### src/rtl/burst_seq_pkg.sv
package burst_seq_pkg;
  typedef enum logic {
    SEQ_IDLE  = 1'b0,
    SEQ_BURST = 1'b1
  } seq_state_e;

  localparam int CH_TX = 0;
  localparam int CH_RX = 1;
endpackage

### src/rtl/burst_limit_decode.sv
module burst_limit_decode #(
  parameter int CODE_W = 6,
  parameter int LIM_W  = 7,
  parameter int NPOW   = 6
) (
  input  logic [CODE_W-1:0] code,
  input  logic [LIM_W-1:0]  cache_words,
  output logic [LIM_W-1:0]  limit,
  output logic              reserved
);
  // one-hot codes map to their own power of two; zero defers to cache length
  always_comb begin
    reserved = 1'b0;
    limit    = LIM_W'(1);
    if (code == '0) begin
      limit = (cache_words == '0) ? LIM_W'(1) : cache_words;
    end else begin
      reserved = 1'b1;
      for (int i = 0; i < NPOW; i++) begin
        if (code == CODE_W'(1 << i)) begin
          limit    = LIM_W'(1 << i);
          reserved = 1'b0;
        end
      end
    end
  end
endmodule

### src/rtl/rr_arbiter.sv
module rr_arbiter (
  input  logic clk,
  input  logic rst_n,
  input  logic want_tx,
  input  logic want_rx,
  input  logic fair,
  input  logic take,
  output logic grant_rx,
  output logic any
);
  logic last_rx;

  assign any      = want_tx | want_rx;
  // receive wins unless fair mode hands the turn to transmit
  assign grant_rx = want_rx & (~fair | ~want_tx | ~last_rx);

  always_ff @(posedge clk or negedge rst_n) begin
    if (!rst_n)    last_rx <= 1'b1;
    else if (take) last_rx <= grant_rx;
  end
endmodule

### src/rtl/byte_order_swap.sv
module byte_order_swap #(
  parameter int BYTES = 4
) (
  input  logic             swap,
  input  logic [8*BYTES-1:0] din,
  output logic [8*BYTES-1:0] dout
);
  logic [8*BYTES-1:0] rev;

  for (genvar b = 0; b < BYTES; b++) begin : g_byte
    assign rev[8*b +: 8] = din[8*(BYTES-1-b) +: 8];
  end

  assign dout = swap ? rev : din;
endmodule

### src/rtl/dma_burst_seq.sv
module dma_burst_seq #(
  parameter int LEN_W  = 16,
  parameter int CODE_W = 6,
  parameter int LIM_W  = 7,
  parameter int BYTES  = 4
) (
  input  logic               clk,
  input  logic               rst_n,
  input  logic               tx_req,
  input  logic [LEN_W-1:0]   tx_words,
  input  logic               rx_req,
  input  logic [LEN_W-1:0]   rx_words,
  input  logic               fair_mode,
  input  logic               big_endian,
  input  logic [CODE_W-1:0]  burst_code,
  input  logic [LIM_W-1:0]   cache_words,
  output logic               code_bad,
  output logic               burst_start,
  output logic               burst_rx,
  output logic [LIM_W-1:0]   burst_beats,
  output logic               tx_done,
  output logic               rx_done,
  input  logic [8*BYTES-1:0] in_data,
  input  logic               in_valid,
  output logic               in_ready,
  output logic [8*BYTES-1:0] out_data,
  output logic               out_valid,
  input  logic               out_ready,
  output logic               out_last
);
  import burst_seq_pkg::*;

  localparam int DATA_W = 8 * BYTES;

  seq_state_e           state;
  logic [LIM_W-1:0]     beats_left;
  logic [1:0]           busy;
  logic [LEN_W-1:0]     left_tx, left_rx;
  logic [LIM_W-1:0]     limit;
  logic                 want_tx, want_rx, grant_rx, any_want, take;
  logic [LEN_W-1:0]     avail, limit_ext, n_full;
  logic [LIM_W-1:0]     n_beats;
  logic                 fire, in_burst;
  logic [LEN_W-1:0]     left_cur;

  burst_limit_decode #(.CODE_W(CODE_W), .LIM_W(LIM_W), .NPOW(6)) u_dec (
    .code        (burst_code),
    .cache_words (cache_words),
    .limit       (limit),
    .reserved    (code_bad)
  );

  assign want_tx = tx_req & ~tx_done;
  assign want_rx = rx_req & ~rx_done;
  assign take    = (state == SEQ_IDLE) & any_want;

  rr_arbiter u_arb (
    .clk      (clk),
    .rst_n    (rst_n),
    .want_tx  (want_tx),
    .want_rx  (want_rx),
    .fair     (fair_mode),
    .take     (take),
    .grant_rx (grant_rx),
    .any      (any_want)
  );

  // words still owed to the winner: a fresh transfer starts from its length
  always_comb begin
    if (grant_rx) avail = busy[CH_RX] ? left_rx : rx_words;
    else          avail = busy[CH_TX] ? left_tx : tx_words;
    limit_ext = LEN_W'(limit);
    n_full    = (avail < limit_ext) ? avail : limit_ext;
    n_beats   = n_full[LIM_W-1:0];
  end

  assign in_burst  = (state == SEQ_BURST);
  assign out_valid = in_burst & in_valid;
  assign in_ready  = in_burst & out_ready;
  assign fire      = out_valid & out_ready;
  assign out_last  = in_burst & (beats_left == LIM_W'(1));
  assign left_cur  = burst_rx ? left_rx : left_tx;

  byte_order_swap #(.BYTES(BYTES)) u_swap (
    .swap (big_endian),
    .din  (in_data),
    .dout (out_data)
  );

  always_ff @(posedge clk or negedge rst_n) begin
    if (!rst_n) begin
      state       <= SEQ_IDLE;
      beats_left  <= '0;
      busy        <= '0;
      left_tx     <= '0;
      left_rx     <= '0;
      burst_start <= 1'b0;
      burst_rx    <= 1'b0;
      burst_beats <= '0;
      tx_done     <= 1'b0;
      rx_done     <= 1'b0;
    end else begin
      burst_start <= 1'b0;
      tx_done     <= 1'b0;
      rx_done     <= 1'b0;
      case (state)
        SEQ_IDLE: begin
          if (take) begin
            state       <= SEQ_BURST;
            burst_start <= 1'b1;
            burst_rx    <= grant_rx;
            burst_beats <= n_beats;
            beats_left  <= n_beats;
            if (grant_rx) begin
              busy[CH_RX] <= 1'b1;
              left_rx     <= avail - n_full;
            end else begin
              busy[CH_TX] <= 1'b1;
              left_tx     <= avail - n_full;
            end
          end
        end
        SEQ_BURST: begin
          if (fire) begin
            if (beats_left == LIM_W'(1)) begin
              state <= SEQ_IDLE;
              if (left_cur == '0) begin
                if (burst_rx) begin
                  rx_done     <= 1'b1;
                  busy[CH_RX] <= 1'b0;
                end else begin
                  tx_done     <= 1'b1;
                  busy[CH_TX] <= 1'b0;
                end
              end
            end
            beats_left <= beats_left - LIM_W'(1);
          end
        end
        default: state <= SEQ_IDLE;
      endcase
    end
  end

  logic [DATA_W-1:0] unused_w;
  assign unused_w = '0;
endmodule

### config.mk
export PLATFORM = sky130hd
export DESIGN_NAME = dma_burst_seq
export DESIGN_NICKNAME = d
export VERILOG_FILES = /design/src/rtl/burst_seq_pkg.sv /design/src/rtl/burst_limit_decode.sv /design/src/rtl/rr_arbiter.sv /design/src/rtl/byte_order_swap.sv /design/src/rtl/dma_burst_seq.sv
export SDC_FILE = /design/constraint.sdc
export NUM_CORES = 1
export LEC_CHECK = 0
export CAP_MARGIN = 20
export CORE_MARGIN = 1
export CORE_UTILIZATION = 55
export CTS_BUF_LIST = sky130_fd_sc_hd__clkbuf_8
export DETAILED_ROUTE_END_ITERATION = 12
export GPL_ROUTABILITY_DRIVEN = 0
export HOLD_SLACK_MARGIN = 0.08
export PLACE_DENSITY = 0.9
export SLEW_MARGIN = 20
export SYNTH_ARGS = -nofsm -noshare
export SYNTH_HDL_FRONTEND = slang
export SYNTH_HIERARCHICAL = 1
export SYNTH_SLANG_ARGS = --single-unit
export TNS_END_PERCENT = 1
### constraint.sdc
create_clock -name clk -period 10.5 [get_ports clk]
set_input_delay 2.1 -clock clk [delete_from_list [all_inputs] [get_ports clk]]
set_output_delay 2.1 -clock clk [all_outputs]
set_load 0.005 [all_outputs]
==> results of run 1 <==
## worst register-to-register path: cells and delay by family (launching register included)
family	cells	cell delay (ps)
AOI/OAI and AO/OA	9	2560
and+or+nand+nor	5	1190
adders and majority gates	2	650
buffers and inverters	2	410
muxes	1	410
DFF	1	400
xor gates and xnor gates	1	150
## registers in the layout, summed over array words and instances (netlist names), 2 cells and up
| register | count |
|---|---|
| left_rx | 16 |
| beats_left | 7 |
| left_tx | 16 |
| burst_beats | 7 |
| busy | 2 |
## layout by cell type, fill, tap and decap left out, types with 6 or more instances in the layout
| master | n |
|---|---|
| clkdlybuf4s50_1 | 129 |
| nand2_1 | 63 |
| dfrtp_1 | 53 |
| nor2_1 | 51 |
| mux2i_1 | 36 |
| o21ai_0 | 34 |
| mux2_4 | 31 |
| a21oi_1 | 28 |
| a211oi_1 | 17 |
| nand3_1 | 16 |
| inv_1 | 15 |
| ha_1 | 15 |
| nor4_1 | 13 |
| nor2b_1 | 11 |
| nor3_1 | 11 |
| xor2_1 | 10 |
| xnor2_1 | 7 |
| mux2_2 | 6 |
| nor3b_1 | 6 |
| nand4b_1 | 6 |
| a22oi_1 | 6 |
| clkbuf_8 | 6 |
## cell families (layout without fill, tap and decap cells)
group,count (synthesis),count (layout),synth area share [%]
AO/OA/AOI/OAI,126,126,18.2
multiplexers,73,73,18.4
buffers and inverters,47,159,5.63
adder cells (fa/ha/maj),18,18,4.70
flip-flops,54,54,27.9
AND/OR/NAND/NOR,209,209,22.1
XOR/XNOR,17,17,3.07
## final timing paths
kind	start	endpoint	slack [ps]	depth (start not counted)
max in group asynchronous	rst_n	beats_left[5]	8130	2
min in group asynchronous	rst_n	left_tx[10]	1900	2
worst min-delay path	burst_beats[0]	burst_beats[0]	510	2
worst max-delay path	rx_req	left_tx[9]	2790	21
worst max register to register	rx_done	left_tx[9]	4640	20
worst min register to register	burst_beats[0]	burst_beats[0]	510	2
## layer usage
layer	GRT usage [%]	part of all wire [%]	vias up
met2	58.9	49	341
met3	4.58	8.5	79
met5	0	0	-
li1	-	-	2229
met4	17.5	4.9	0
met1	37.5	37	2304
## cell type report
| type | count | area, sq um | share of cell area (%) |
|---|---|---|---|
| multi-input combinational | 443 | 3230 | 52.1 |
| timing repair buffer | 136 | 1340 | 21.6 |
| tap | 105 | 131 | 2.12 |
| clock buffer | 6 | 82.6 | 1.33 |
| sequential | 54 | 1350 | 21.8 |
| inverter | 15 | 56.3 | 0.908 |
| clock inverter | 2 | 8.76 | 0.141 |
## through the flow
step           total power [uW]  area, sq um  util [%]  std cells  setup slack (ps)
2_1_floorplan               884         4850         -        544              3540
3_3_place_gp               1070         6110      72.9        753              2970
3_5_place_dp               1110         6110      72.9        753              2630
4_1_cts                    1240         6200      74.0        761              2910
5_1_grt                    1350         6200      74.0        761              2440
6_report                   1260         6200      74.0        761              2790
## report_power, final
group	switching, uW	internal [uW]	total [uW]
Clock	69.9	52.5	122
Sequential	71.3	280	351
Combinational	444	339	783
==> flow_metrics.env, run 1 <==
export IMPL_cp_start_kind="input pin"
export IMPL_slowest_delay_ps=510
export IMPL_crit_fanout=28
export IMPL_drc=0
export IMPL_drive_gt1_share_pct=10.5
export IMPL_crit_type="in2reg"
export IMPL_h_tree_depth=2
export IMPL_dpl_hpwl_um=11000
export IMPL_fp_dieW_um=95.9
export IMPL_fin_setup_tns_ps=0
export IMPL_max_clock_freq_mhz=130
export IMPL_syn_to_final_growth_pct=27.9
export IMPL_cts_buffers=5
export IMPL_antenna_found_initial=0
export IMPL_clockRootBuffer="clkbuf_8"
export IMPL_worstPathRequired_ps=10700
export IMPL_ys_async_sr_fraction_pct=100
export IMPL_row_count=33
export IMPL_worst_hold_slack_ps=512
export IMPL_finalCritPeriodShare_pct=73.4
export IMPL_path_buf_inv=3
export IMPL_synth_top_area_share_pct=27.4
export IMPL_design_portCount=132
export IMPL_ant_nets=0
export IMPL_yosys_most_used_dff="dfrtp_1"
export IMPL_p_per_area_nw_per_um2=203
export IMPL_setup_viol=0
export IMPL_path_delay_family="compound AO/OA/AOI/OAI gates"
export IMPL_syn_area_per_cell_sq_um=8.91
export IMPL_ys_types=64
export IMPL_viasPerCell=6.51
export IMPL_p_leak_uw=0.00263
export IMPL_floorplan_die_area_sq_um=9190
export IMPL_first_global_vias=5067
export IMPL_gr_total_overflow=0
export IMPL_cts_tree="yes"
export IMPL_cts_setup_buffers=0
export IMPL_drt_iter0_markers=399
export IMPL_yosys_area_top_type="dfrtp_1"
export IMPL_crit_path_end_kind="register"
export IMPL_diodes=0
export IMPL_tightest_slew_ps=960
export IMPL_die_h_um=95.9
export IMPL_postSynthCellCount=544
export IMPL_portBuffers=131
export IMPL_nets=756
export IMPL_fill_cells=590
export IMPL_yosysWarnings=6
export IMPL_clock_skew_ps=4.42
export IMPL_cp_cell_sequence="clkdlybuf4s50_1, nor2b_1, inv_1, a31oi_2, buf_4, a211oi_1, a21oi_1, ha_1, o21a_1, o21ai_0, nand2_1, and2_1, nor2_4, mux2i_1, ha_1, nor2b_1, o31a_1, o221a_2, a2111oi_4, xnor2_1, a221oi_1"
export IMPL_synth_nets=645
export IMPL_seq_area_frac_synth_pct=27.9
export IMPL_drv_slew=0
export IMPL_grt_max_degree=55
export IMPL_cts_sinks=54
export IMPL_synth_seq_cells=54
export IMPL_synth_edf_count=0
export IMPL_routed_wl_um=14600
export IMPL_synth_area_top_cells="dfrtp_1, mux2_4, mux2i_1"
export IMPL_wl_per_cell_um=19.1
export IMPL_ctsResizeCount=0
export IMPL_rsz0062_at_grt="no"
export IMPL_cap_violations=0
export IMPL_clock_path_buffers=2
export IMPL_grt_total_usage_pct=32.8
export IMPL_slew_headroom_pct=35.9
export IMPL_netlist_area_sq_um=4850
export IMPL_crit_arrival_ps=7910
export IMPL_synth_most_common_cell="nand2_1"
export IMPL_post_route_min_period_ps=7710
export IMPL_grt_pass1_wl_um=23300
export IMPL_postCtsHoldBufs=0
export IMPL_start_util_pct=57.8
export IMPL_peakVddDrop_v=0.0000941
export IMPL_hold_viol_final=0
export IMPL_clkTransAtPathRegs_ps=100
export IMPL_clkLatencyLatePin_ps=310
export IMPL_synth_common_cells="nand2_1, dfrtp_1, nor2_1"
export IMPL_drt_first_pass_iters=6
export IMPL_core_sq_um=8380
export IMPL_vias=4953
export IMPL_status="complete, no violations"
export IMPL_critPathSlowestCell="a21oi_1"
export IMPL_hold_class="reg2reg"
No activity file was read; power rests on OpenSTA's default activity.
==> run 2, diff against run 1 <==
--- a/config.mk
+++ b/config.mk
@@ -7,12 +7,12 @@
 export LEC_CHECK = 0
 export CAP_MARGIN = 20
 export CORE_MARGIN = 1
-export CORE_UTILIZATION = 55
+export CORE_UTILIZATION = 51
 export CTS_BUF_LIST = sky130_fd_sc_hd__clkbuf_8
 export DETAILED_ROUTE_END_ITERATION = 12
 export GPL_ROUTABILITY_DRIVEN = 0
 export HOLD_SLACK_MARGIN = 0.08
-export PLACE_DENSITY = 0.9
+export PLACE_DENSITY = 0.84
 export SLEW_MARGIN = 20
 export SYNTH_ARGS = -nofsm -noshare
 export SYNTH_HDL_FRONTEND = slang
==> constraint.sdc (replaced) <==
create_clock -name clk -period 8.1 [get_ports clk]
set_input_delay 1.62 -clock clk [delete_from_list [all_inputs] [get_ports clk]]
set_output_delay 1.62 -clock clk [all_outputs]
set_load 0.005 [all_outputs]
==> run 2 against run 1 <==
Core utilization decreased by 6.6 points. Worst hold slack improved by 3.0 ps. First-iteration DRC count decreased by 25%. Global-route usage decreased by 4.2 points. Final cell count increased by 3.3%. Register-to-register slack got worse by 2500 ps. Critical path type unchanged.
==> flow_metrics.env, run 2 (synthesis gave the netlist of run 1 again) <==
export IMPL_status="complete, no violations"
export IMPL_nets=757
export IMPL_hold_class="reg2reg"
export IMPL_finalCritPeriodShare_pct=90.7
export IMPL_max_clock_freq_mhz=136
export IMPL_grt_pass1_wl_um=22600
export IMPL_floorplan_die_area_sq_um=9900
export IMPL_diodes=0
export IMPL_clock_path_buffers=2
export IMPL_ctsResizeCount=0
export IMPL_final_common_cell="clkdlybuf4s50_1"
export IMPL_layout_setup_ws_ps=751
export IMPL_p_sw_share_pct=46.3
export IMPL_rsz0062_at_grt="no"
export IMPL_viasPerCell=6.10
export IMPL_tightest_slew_ps=945
export IMPL_p_switching_uw=745
export IMPL_post_route_min_period_ps=7350
export IMPL_p_per_area_nw_per_um2=258
export IMPL_drt_iter0_markers=298
export IMPL_drv_slew=0
export IMPL_clock_skew_ps=15.5
export IMPL_h_tree_depth=2
export IMPL_dp_cells=778
export IMPL_clkLatencyLatePin_ps=310
export IMPL_drt_first_pass_iters=5
export IMPL_wl_per_cell_um=17.8
export IMPL_ant_nets=0
export IMPL_crit_type="in2reg"
export IMPL_clockRootBuffer="clkbuf_8"
export IMPL_cts_sinks=54
export IMPL_peakVddDrop_v=0.000122
export IMPL_first_global_vias=4863
export IMPL_cap_violations=0
export IMPL_mostFrequentLayoutCells="clkdlybuf4s50_1, nand2_1, dfrtp_1"
export IMPL_dp_worst_setup_slack_ps=553
export IMPL_row_count=35
export IMPL_slew_headroom_pct=37.0
export IMPL_gr_total_overflow=0
export IMPL_setup_viol=0
export IMPL_wl_met1_um=5480
export IMPL_crit_fanout=16
export IMPL_design_portCount=132
export IMPL_hold_viol_final=0
export IMPL_p_leak_uw=0.00263
export IMPL_p_int_uw=863
export IMPL_clkTransAtPathRegs_ps=110
export IMPL_crit_path_end_kind="register"
export IMPL_largest_registers="left_rx: 16 flops, left_tx: 16 flops"
export IMPL_worstPathRequired_ps=8320
export IMPL_core_sq_um=9240
export IMPL_die_h_um=99.5
export IMPL_cts_setup_buffers=0
export IMPL_power_frac_clock_pct=9.4
export IMPL_vias=4793
export IMPL_cp_start_kind="input pin"
export IMPL_met2WireLength_um=6760
export IMPL_critPathSlowestCell="a31oi_2"
export IMPL_drc=0
export IMPL_p_seq_share_pct=28.3
export IMPL_antenna_found_initial=0
export IMPL_cp_cell_sequence="clkdlybuf4s50_1, nor2b_1, inv_1, a31oi_2, a211oi_1, a21oi_1, ha_1, o21a_1, o21ai_0, nand2_1, and2_1, nor2_4, mux2i_1, ha_1, nor2b_1, o31a_1, o221a_2, a2111o_1, xor2_1, a221oi_1"
export IMPL_portBuffers=131
export IMPL_routed_wl_um=14000
export IMPL_comb_power_share_pct=62.3
export IMPL_syn_to_final_growth_pct=28.5
export IMPL_highest_layer="met4"
export IMPL_grt_total_usage_pct=28.6
export IMPL_total_power_uw=1610
export IMPL_fin_cells=786
export IMPL_dpl_hpwl_um=10600
export IMPL_postCtsHoldBufs=0
export IMPL_cts_tree="yes"
export IMPL_route_met3_wl_um=1170
export IMPL_fp_dieW_um=99.5
export IMPL_cts_buffers=5
export IMPL_crit_arrival_ps=7560
export IMPL_drive_gt1_share_pct=10.7
export IMPL_fin_setup_tns_ps=0
export IMPL_slowest_delay_ps=680
export IMPL_start_util_pct=52.5
export IMPL_grt_max_degree=55
==> run 2: cell count changes in the layout (fill, tap and decap cells not counted), sizes merged <==
| cell | before | now |
|---|---|---|
| buf | 7 | 8 |
| clkinv | 1 | 2 |
| clkbuf | 6 | 5 |
==> run 2: cell type report <==
class                      count  area (sq um)
timing repair buffer         137          1350
clock inverter                 3          13.8
sequential                    54          1350
inverter                      15          56.3
tap                          129           161
fill                         730          3010
multi-input combinational    443          3230
clock buffer                   5          68.8
==> run 2: worst max-delay path, delay by kind of cell <==
| kind | cells | cell delay, ps |
|---|---|---|
| AOI/OAI and AO/OA | 9 | 3040 |
| xor gates and xnor gates | 1 | 180 |
| adders and majority gates | 2 | 630 |
| buffers and inverters | 2 | 520 |
| muxes | 1 | 350 |
| and+or+nand+nor | 5 | 1210 |
==> run 2: worst paths after layout <==
kind | start | to | slack, ps | cells past startpoint
worst max-delay path | rx_req | left_rx[11] | 750 | 20
worst min-delay path | burst_beats[0] | burst_beats[0] | 520 | 2
worst max register to register | rx_done | left_rx[11] | 2140 | 19
worst min register to register | burst_beats[0] | burst_beats[0] | 520 | 2
max in group asynchronous | rst_n | beats_left[3] | 6190 | 2
min in group asynchronous | rst_n | left_rx[10] | 1400 | 2
==> run 2: routing by layer <==
layer,GRT usage (%),vias up
met5,0,-
li1,-,2232
met3,5.69,56
met1,33.8,2229
met2,49.9,276
met4,13.6,0
==> run 2: power by group through the flow <==
stage / Sequential (uW) / Clock, uW / Combinational [uW]
6_report: 454 / 152 / 1000
3_3_place_gp: 453 / 0 / 944
3_5_place_dp: 458 / 0 / 982
2_1_floorplan: 428 / 0 / 718
4_1_cts: 453 / 152 / 989
5_1_grt: 466 / 161 / 1100
==> run 2: stage by stage <==
stage | instance area [sq um] | util, % | hold WS, ps
6_report | 6230 | 67.4 | 515
5_1_grt | 6230 | 67.4 | 557
4_1_cts | 6230 | 67.4 | 520
3_5_place_dp | 6140 | 66.5 | 496
3_3_place_gp | 6140 | 66.5 | 485
2_1_floorplan | 4850 | - | 469
==> run 3, diff against run 2 <==
--- a/config.mk
+++ b/config.mk
@@ -11,7 +11,6 @@
 export CTS_BUF_LIST = sky130_fd_sc_hd__clkbuf_8
 export DETAILED_ROUTE_END_ITERATION = 12
 export GPL_ROUTABILITY_DRIVEN = 0
-export HOLD_SLACK_MARGIN = 0.08
 export PLACE_DENSITY = 0.84
 export SLEW_MARGIN = 20
 export SYNTH_ARGS = -nofsm -noshare
==> results of run 3 <==
Same layout as run 2: the final DEF is identical, and so are final timing and power.
